### config.mk
export PLATFORM = sky130hd
export DESIGN_NAME = nmi_pend_ctrl
export DESIGN_NICKNAME = d
export VERILOG_FILES = /design/src/rtl/nmi_pkg.sv /design/src/rtl/nmi_sync.sv /design/src/rtl/nmi_strap_cap.sv /design/src/rtl/nmi_pend_fsm.sv /design/src/rtl/nmi_pend_ctrl.sv
export SDC_FILE = /design/constraint.sdc
export NUM_CORES = 1
export LEC_CHECK = 0
export BUFFER_PORTS_ARGS = -buffer_cell sky130_fd_sc_hd__buf_4
export CORE_AREA = 2 2 39 41
export CTS_CLUSTER_DIAMETER = 80
export CTS_CLUSTER_SIZE = 25
export DETAILED_ROUTE_END_ITERATION = 16
export DIE_AREA = 0 0 41 43
export GPL_ROUTABILITY_DRIVEN = 0
export HOLD_SLACK_MARGIN = 0.1
export PLACE_DENSITY = 0.51
export SLEW_MARGIN = 20
export SYNTH_ARGS = -nofsm -noshare
export SYNTH_HDL_FRONTEND = slang
export SYNTH_SLANG_ARGS = --single-unit
export TNS_END_PERCENT = 50
### constraint.sdc
create_clock -name clk_i -period 2.5 [get_ports clk_i]
set_clock_uncertainty 0.05 [all_clocks]
set_input_delay 0.5 -clock clk_i [delete_from_list [all_inputs] [get_ports clk_i]]
set_output_delay 0.5 -clock clk_i [all_outputs]
set_load 0.02 [all_outputs]
### src/rtl/nmi_pkg.sv
package nmi_pkg;
    typedef enum logic [1:0] {
        ST_IDLE      = 2'd0,
        ST_REQ       = 2'd1,
        ST_SERV      = 2'd2,
        ST_SERV_PEND = 2'd3
    } nmi_state_e;
endpackage

### src/rtl/nmi_sync.sv
module nmi_sync #(
    parameter int STAGES = 2
) (
    input  logic clk,
    input  logic rst_n,
    input  logic pin,
    output logic lvl,
    output logic rise
);
    localparam int TOP = STAGES - 1;

    logic [STAGES-1:0] chain;
    logic              prev;

    always_ff @(posedge clk or negedge rst_n) begin
        if (!rst_n) begin
            chain <= '0;
            prev  <= 1'b0;
        end else begin
            chain[0] <= pin;
            prev     <= chain[TOP];
        end
    end

    for (genvar g = 1; g < STAGES; g++) begin : g_stage
        always_ff @(posedge clk or negedge rst_n) begin
            if (!rst_n) chain[g] <= 1'b0;
            else        chain[g] <= chain[g-1];
        end
    end

    assign lvl  = chain[TOP];
    assign rise = chain[TOP] & ~prev;
endmodule

### src/rtl/nmi_strap_cap.sv
module nmi_strap_cap (
    input  logic clk,
    input  logic rst_n,
    input  logic strap,
    output logic en
);
    logic armed;

    always_ff @(posedge clk or negedge rst_n) begin
        if (!rst_n) begin
            armed <= 1'b1;
            en    <= 1'b0;
        end else if (armed) begin
            armed <= 1'b0;
            en    <= strap;
        end
    end
endmodule

### src/rtl/nmi_pend_fsm.sv
module nmi_pend_fsm
    import nmi_pkg::*;
(
    input  logic       clk,
    input  logic       rst_n,
    input  logic       evt,
    input  logic       take,
    input  logic       iret,
    output logic       req,
    output nmi_state_e state
);
    nmi_state_e next;

    always_comb begin
        next = state;
        unique case (state)
            ST_IDLE: begin
                if (evt) next = ST_REQ;
            end
            ST_REQ: begin
                if (take) next = evt ? ST_SERV_PEND : ST_SERV;
            end
            ST_SERV: begin
                if (iret) next = evt ? ST_REQ : ST_IDLE;
                else if (evt) next = ST_SERV_PEND;
            end
            ST_SERV_PEND: begin
                if (iret) next = ST_REQ;
            end
            default: next = ST_IDLE;
        endcase
    end

    always_ff @(posedge clk or negedge rst_n) begin
        if (!rst_n) state <= ST_IDLE;
        else        state <= next;
    end

    always_ff @(posedge clk or negedge rst_n) begin
        if (!rst_n) req <= 1'b0;
        else        req <= (next == ST_REQ);
    end
endmodule

### src/rtl/nmi_pend_ctrl.sv
module nmi_pend_ctrl
    import nmi_pkg::*;
#(
    parameter int VEC_W       = 8,
    parameter int VEC_VAL     = 2,
    parameter int SYNC_STAGES = 2
) (
    input  logic             clk_i,
    input  logic             rst_ni,
    input  logic             nmi_pin_i,
    input  logic             strap_i,
    input  logic             take_i,
    input  logic             iret_i,
    output logic             irq_o,
    output logic [VEC_W-1:0] vec_o,
    output logic             ctl_en_o,
    output logic             lint_o
);
    logic       pin_lvl;
    logic       pin_rise;
    logic       evt_gated;
    nmi_state_e fsm_state;

    nmi_sync #(.STAGES(SYNC_STAGES)) u_sync (
        .clk  (clk_i),
        .rst_n(rst_ni),
        .pin  (nmi_pin_i),
        .lvl  (pin_lvl),
        .rise (pin_rise)
    );

    nmi_strap_cap u_strap (
        .clk  (clk_i),
        .rst_n(rst_ni),
        .strap(strap_i),
        .en   (ctl_en_o)
    );

    assign evt_gated = pin_rise & ctl_en_o;

    nmi_pend_fsm u_fsm (
        .clk  (clk_i),
        .rst_n(rst_ni),
        .evt  (evt_gated),
        .take (take_i),
        .iret (iret_i),
        .req  (irq_o),
        .state(fsm_state)
    );

    assign vec_o  = VEC_W'(VEC_VAL);
    assign lint_o = ctl_en_o ? 1'b0 : pin_lvl;
endmodule

# == After elaboration in Yosys (flattened, before gate mapping) ==
# Cells that the tools add are included.
# op_classes
mux,9
n_reduce_logical,1
bitwise,3
n_eq_ne,4
# ops
operator,count
$mux W2,5
$pmux W2 S4,1
$eq A2 B1 Y1 const B,2
$eq A2 B2 Y1 const B,2
$mux W1,3
$and A1 B1 Y1,2
$logic_not A2 Y1,1
$not A1 Y1,1
# totals
register_bits,8
in_bits,6

# == Longest topological paths before layout ==
# Gate-level depths: netlist (run 1).
# depth
word_depth,7
depth_mapped,3
mapped_depth_nobuf,3

# == Modules after synthesis ==
# A second synthesis (run 1) with hierarchy kept.
# hier_totals
cells_unflattened,29
hier_area_um2,359.1
# by_module_without_submodules
mod,instances,cells_per_inst,area_each_um2
nmi_pend_fsm,1,9,116.4
nmi_sync,1,4,88.8
nmi_pend_ctrl,1,12,83.8
nmi_strap_cap,1,4,70.1

# == Least setup slack after synthesis (run 1) ==
# Ideal clock, no wire load.
# synth_timing
path_type,register to output
from,reg u_strap.en
to,out lint_o
arrival_time_ps,800
n_path_buf,0
stages_incl_launch_ff,2
slack_ps,1150
required_ps,1950
cell_sequence,dfrtp_1 -> nor2b_1
# synth_via
elab_chain_len,1
# synth_rtl
element,line_no,rtl
"start, declared",nmi_strap_cap.sv:5,output logic en
"start signal, assigned",nmi_strap_cap.sv:15,en <= strap;
$mux W1,nmi_pend_ctrl.sv:52,assign lint_o = ctl_en_o ? 1'b0 : pin_lvl;
"end, declared",nmi_pend_ctrl.sv:17,output logic lint_o
# Every way passes these cells.

# == Final worst setup path (run 1) ==
# Ends and elaborated chain as after synthesis.

==> results of run 1 <==
## cell families (layout without fill, tap and decap cells)
kind of cell	Yosys count	in the layout	synth area share, %
multiplexers	2	2	6.46
AO/OA/AOI/OAI	2	2	4.18
flip-flops	8	8	61.2
buffers and inverters	9	14	19.4
AND/OR/NAND/NOR	4	4	6.47
other	2	9	2.28
## worst max path at each step
stage / end / slack, ps / cells after the start
after floorplan: lint_o / 1150 / 1
after global placement: lint_o / 1290 / 2
after detailed placement: lint_o / 1290 / 2
after CTS: lint_o / 970 / 2
after global routing: lint_o / 930 / 2
final: lint_o / 1000 / 2
## through the flow
step / cell area [sq um] / hold slack [ps]
finish: 412 / 294
global route: 412 / 291
CTS: 412 / 297
detailed placement: 375 / 274
global placement: 375 / 271
floorplan: 355 / 154
## power groups by stage
| stage | Sequential (mW) | Clock, mW | Combinational (mW) |
|---|---|---|---|
| after global placement | 0.151 | 0 | 0.0474 |
| after detailed placement | 0.151 | 0 | 0.0480 |
| after floorplan | 0.155 | 0 | 0.0334 |
| after CTS | 0.149 | 0.109 | 0.0497 |
| final | 0.149 | 0.104 | 0.0489 |
| after global routing | 0.150 | 0.120 | 0.0540 |
## final cells by class
cell class	count	area [sq um]	area share (%)
inverter	1	3.75	0.912
clock buffer	4	26.3	6.38
multi-input combinational	17	90.1	21.9
timing repair buffer	9	70.1	17.0
sequential	8	201	48.9
tap	16	20.0	4.86
## layout by cell type, fill, tap and decap left out, drive strengths merged
| master | count |
|---|---|
| dfstp | 1 |
| nand3b | 1 |
| buf | 8 |
| o21ai | 1 |
| mux2i | 1 |
| nand2 | 2 |
| mux2 | 1 |
| inv | 1 |
| dfrtp | 7 |
| dlygate4sd3 | 1 |
| clkbuf | 4 |
| conb | 9 |
| nor2b | 1 |
| a21oi | 1 |
## layer usage
layer	up-vias	part of all wire (%)
met2	18	41
met5	-	0
met3	0	19
met4	0	0
li1	90	-
met1	80	40
## state kept, by name, summed over array words and instances (netlist names)
register and flops:
u_fsm.req 1, u_strap.en 1, u_fsm.state 2, u_strap.armed 1, u_sync.lvl 1, u_sync.prev 1, u_sync.chain 1
## timing repair
action                    4_1_cts  5_1_grt
hold buffers                    1        0
hold endpoints to repair        7        0
gates resized for setup         0        0
setup buffers                   0        0
==> summary.md, run 1 <==
| Metric | Value |
|---|---|
| Top-count cell post-synth | buf_4 |
| Hold Path End | u_sync.lvl |
| CP cell instances | nor2b_1 > buf_4 |
| Chip height | 43 um |
| Clock slew at reported path FFs | roughly 60 ps |
| TritonCTS Buffers | 3 |
| H-tree lvl count | 1 |
| R2r setup slk | 1520 ps |
| Synth Flop Type | dfrtp_1 |
| Fin cells | 55 |
| RSZ-0062 raised after global routing | no |
| Tmin final | around 1500 ps |
| Worst path max stage delay | 410 ps |
| GR peak layer | met2 |
| Syn_area_per_cell | between 10 and 15 sq um |
| Seq pwr share | 49.4% |
| Final setup margin | between 900 and 1000 ps |
| Worst reg-to-reg path cell count | 1 |
| Overflow after GRT | 0 |
| Fin crit share | between 60% and 70% |
| Layout area overhead | 25.1% |
| CP delay by family, top | flip-flops |
| CTS Root Cell | clkbuf_4 |
| Arrival @ worst endpoint | 950 ps |
| Final Util | 29.7% |
| Register area share after synthesis | 61.2% |
| Effective utilization at floorplan | 23.8% |
| Met1 usage in global routing | 6.67% |
| Min-Delay Path Class | flop to flop |
| Cells after Synth | 27 |
| Commonest cells in the netlist | buf_4, dfrtp_1, conb_1, nand2_1 |
| Vias in the first global route | around 180 |
| Area leader, netlist | dfrtp_1 |
| Overall routed net length | 441 um |
| First-pass GRT wire length | 724 um |
| Part of the power in the clock network | 34.3% |
| Detail Route Antenna Nets | 0 |
| Asr flop ratio synth | 100% |
| Pin count of the biggest net entering global routing | 9 |
| PD cells | 732 nW/um^2 |
| Cell variety after synth | 12 |
| CTS Sinks | 8 |
| Starting DRT DRC Count | 2 |
| Share of layout cells above drive strength 1 | 35.9% |
| # rows | 14 |
| Fill cells | 150 |
| Yosys reg bits | 8 |
| ANT cells | 0 |
| Worst R2R Start | u_strap.armed |
| Final hold viol count | 0 |
| TritonCTS clock tree | done |
| Warnings, synthesis | 0 |
| Via density | approximately 3.4 |
| Clock Latency Late Sink | 250 ps |
| Pre-CTS setup slack | 1290 ps |
| CP startpoint kind | flop |
| Total power | 301 uW |
| DRT Pass-1 Iters | 4 |
| Placed Cells incl. Taps | 50 |
| Layout Nets | 46 |
| Crit path launch | u_strap.en |
| Clock tree buffer depth | 2 |
| F_max | 0.665 GHz |
| Crit path kind | flop to output port |
| RR Endpoint | u_strap.en |
| Crit end category | output port |
| Post-synth EDFFs | 0 |
| Wirelength per Cell | about 8.0 um |
| PortBufs | 8 |
| Hold Startpoint | u_sync.chain[0] |
| Setup_tns | 0 ps |
| Die area | between 1500 and 2000 sq um |
| Slowest CP cell | dfrtp_1 |
| Slew Limit Fails | 0 |
| Synth area leaders | dfrtp_1, buf_4, dfstp_2 |
| Worst IR drop on VDD | 0.349 mV |
| Mapped cell area | 329 sq um |
| Req. time, crit path | 1950 ps |
| Final setup fails | 0 |
| Area of the core | 1380 sq um |
| Gate power share | between 10% and 20% |
| Cell internal pwr | 223 uW |
| Status | completed |
| Max cap viols | 0 |
| Residual DRC | 0 |
| Leak | approximately 0.21 nW |
| Sw Pwr | just under 80 uW |
| Critical Path Fanout Max | 4 |
| Hold path depth | 0 |
| Initial antenna violation count | 0 |
| Io pins | 17 |
| Worst Path Buf+Inv | 1 |
| Met3 Use GR | 6.81% |
| Via Count | 188 |
| Synth top area share | between 50% and 60% |
| Tot GR Track Use | 7.01% |
| Die Wd | 41 um |
| Grt met2 use | 9.38% |
| Sw Share | 26.0% |
No activity file was read; power rests on OpenSTA's default activity.
==> run 2, diff against run 1 <==
==> constraint.sdc (replaced) <==
create_clock -name clk_i -period 1.4 [get_ports clk_i]
set_clock_uncertainty 0.05 [all_clocks]
set_input_delay 0.28 -clock clk_i [delete_from_list [all_inputs] [get_ports clk_i]]
set_output_delay 0.28 -clock clk_i [all_outputs]
set_load 0.02 [all_outputs]
==> summary.md, run 2 (synthesized netlist as in run 1, its figures left out) <==
| Metric | Value |
|---|---|
| RSZ-0062 raised after global routing | no |
| Detail Route Antenna Nets | 0 (unchanged) |
| Overflow after GRT | 0 (unchanged) |
| Layout Nets | 47 (+2.2%) |
| Io pins | 17 (unchanged) |
| Worst IR drop on VDD | 0.636 mV (+83%) |
| Fin cells | 56 (+1.8%) |
| Share of layout cells above drive strength 1 | 35.0% (-0.90 points) |
| Wirelength per Cell | 6.98 um (-13%) |
| GR peak layer | met3 |
| Min-Delay Path Class | input port to flop |
| H-tree lvl count | 1 (unchanged) |
| Placed Cells incl. Taps | 50 (unchanged) |
| Crit end category | output port |
| Slew Limit Fails | 0 (unchanged) |
| Effective utilization at floorplan | 23.8% (unchanged) |
| CP delay by family, top | flip-flops |
| ANT cells | 0 (unchanged) |
| First-pass GRT wire length | 662 um (-8.6%) |
| Pre-CTS setup slack | 412 ps (-878 ps) |
| Commonest non-fill, non-tap cells in the layout | conb_1, buf_4, dfrtp_1 |
| Via density | 3.39 (-0.74%) |
| PortBufs | 8 (unchanged) |
| Clock tree buffer depth | 2 (unchanged) |
| Via Count | 190 (+1.1%) |
| Fin Hold WS | 185 ps (-109 ps) |
| FF/Latch Area | 201 sq um (unchanged) |
| Die Wd | 41 um (unchanged) |
| Max cap viols | 0 (unchanged) |
| Vias in the first global route | 177 (-1.1%) |
| Leak | 0.214 nW (+2.0%) |
| Final Util | 30.5% (+0.72 points) |
| CTS Root Cell | clkbuf_4 |
| Grt met2 use | 7.81% (-1.6 points) |
| Arrival @ worst endpoint | 930 ps (-20 ps) |
| Final hold viol count | 0 (unchanged) |
| Setup_tns | 0 ps (unchanged) |
| Final setup margin | 140 ps (-856 ps) |
| Starting DRT DRC Count | 1 (-1) |
| Max reg flops | 2 (unchanged) |
| Clock Latency Late Sink | 250 ps (about the same) |
| # rows | 14 (unchanged) |
| Multi-input gate area | 90.1 sq um (unchanged) |
| Clock slew at reported path FFs | 60 ps (about the same) |
| Top reg by flops | u_fsm.state |
| Initial antenna violation count | 0 (unchanged) |
| PD cells | 1270 nW/um^2 (+74%) |
| Crit path kind | flop to output port |
| Chip height | 43 um (unchanged) |
| Tmin final | approximately 1300 ps |
| CP startpoint kind | flop |
| Area of the core | 1380 sq um (unchanged) |
| Worst Path Buf+Inv | 1 (unchanged) |
| Pin count of the biggest net entering global routing | 9 (unchanged) |
| Fill cells | 143 (-4.7%) |
| Fin crit share | 90.0% |
| Die area | 1760 sq um (unchanged) |
| CP cell instances | nor2b_1 > buf_4 |
| Tot GR Track Use | 6.40% (-0.61 points) |
| Status | completed |
| Req. time, crit path | 1070 ps (-880 ps) |
| Final setup fails | 0 (unchanged) |
| CTS Sinks | 8 (unchanged) |
| TritonCTS clock tree | done |
| Met3 Use GR | 7.85% (+1.0 points) |
| Met1 usage in global routing | 6.67% (unchanged) |
| DRT Pass-1 Iters | 4 (unchanged) |
| Layout area overhead | 28.1% |
| F_max | 0.794 GHz |
| Overall routed net length | 391 um (-11%) |
| Post-cts sizing count | 0 (unchanged) |
| Worst path max stage delay | 390 ps (-20 ps) |
| Residual DRC | 0 (unchanged) |
| Critical Path Fanout Max | 3 (-1) |
| Commonest non-fill, non-tap cell in the layout | conb_1 |
| Slowest CP cell | dfrtp_1 |
| TritonCTS Buffers | 3 (unchanged) |
==> run 2: worst paths after layout <==
path / start / end / slack, ps / depth (start not counted)
setup / recovery: u_sync.lvl / lint_o / 140 / 2
hold / removal: iret_i / u_fsm.state[1] / 190 / 2
setup reg to reg: u_strap.armed / u_strap.en / 410 / 1
hold reg to reg: u_sync.chain[0] / u_sync.lvl / 280 / 0
max in group asynchronous: rst_ni / u_strap.armed / 760 / 2
min in group asynchronous: rst_ni / u_fsm.state[0] / 320 / 2
==> run 2: repair_timing <==
item                       CTS  global route
hold endpoints to repair     9             0
buffers inserted             0             0
setup endpoints to repair    0             0
hold buffers                 2             0
==> run 2: power by group <==
| group | internal, mW | switching, mW |
|---|---|---|
| sequential | 0.255 | 0.0111 |
| combinational | 0.0366 | 0.0512 |
| clock | 0.109 | 0.0749 |
| total | 0.400 | 0.137 |
==> run 2: per-stage QoR <==
step,power [mW],cell area [sq um]
final,0.537,422
after global routing,0.575,422
after CTS,0.549,422
after detailed placement,0.354,375
after global placement,0.354,375
after floorplan,0.337,355
==> run 2: routing by layer <==
metal | routed length (um) | vias to the layer above | share of wire, %
li1 | - | 92 | -
met3 | 65 | 0 | 17
met4 | 0 | 0 | 0
met1 | 180 | 82 | 46
met5 | 0 | - | 0
met2 | 146 | 16 | 37
==> run 2: area by class of cell <==
| cell class | instances | area share, % |
|---|---|---|
| sequential | 8 | 47.8 |
| multi-input combinational | 17 | 21.4 |
| timing repair buffer | 10 | 19.0 |
| clock buffer | 4 | 6.23 |
| tap | 16 | 4.75 |
| inverter | 1 | 0.890 |
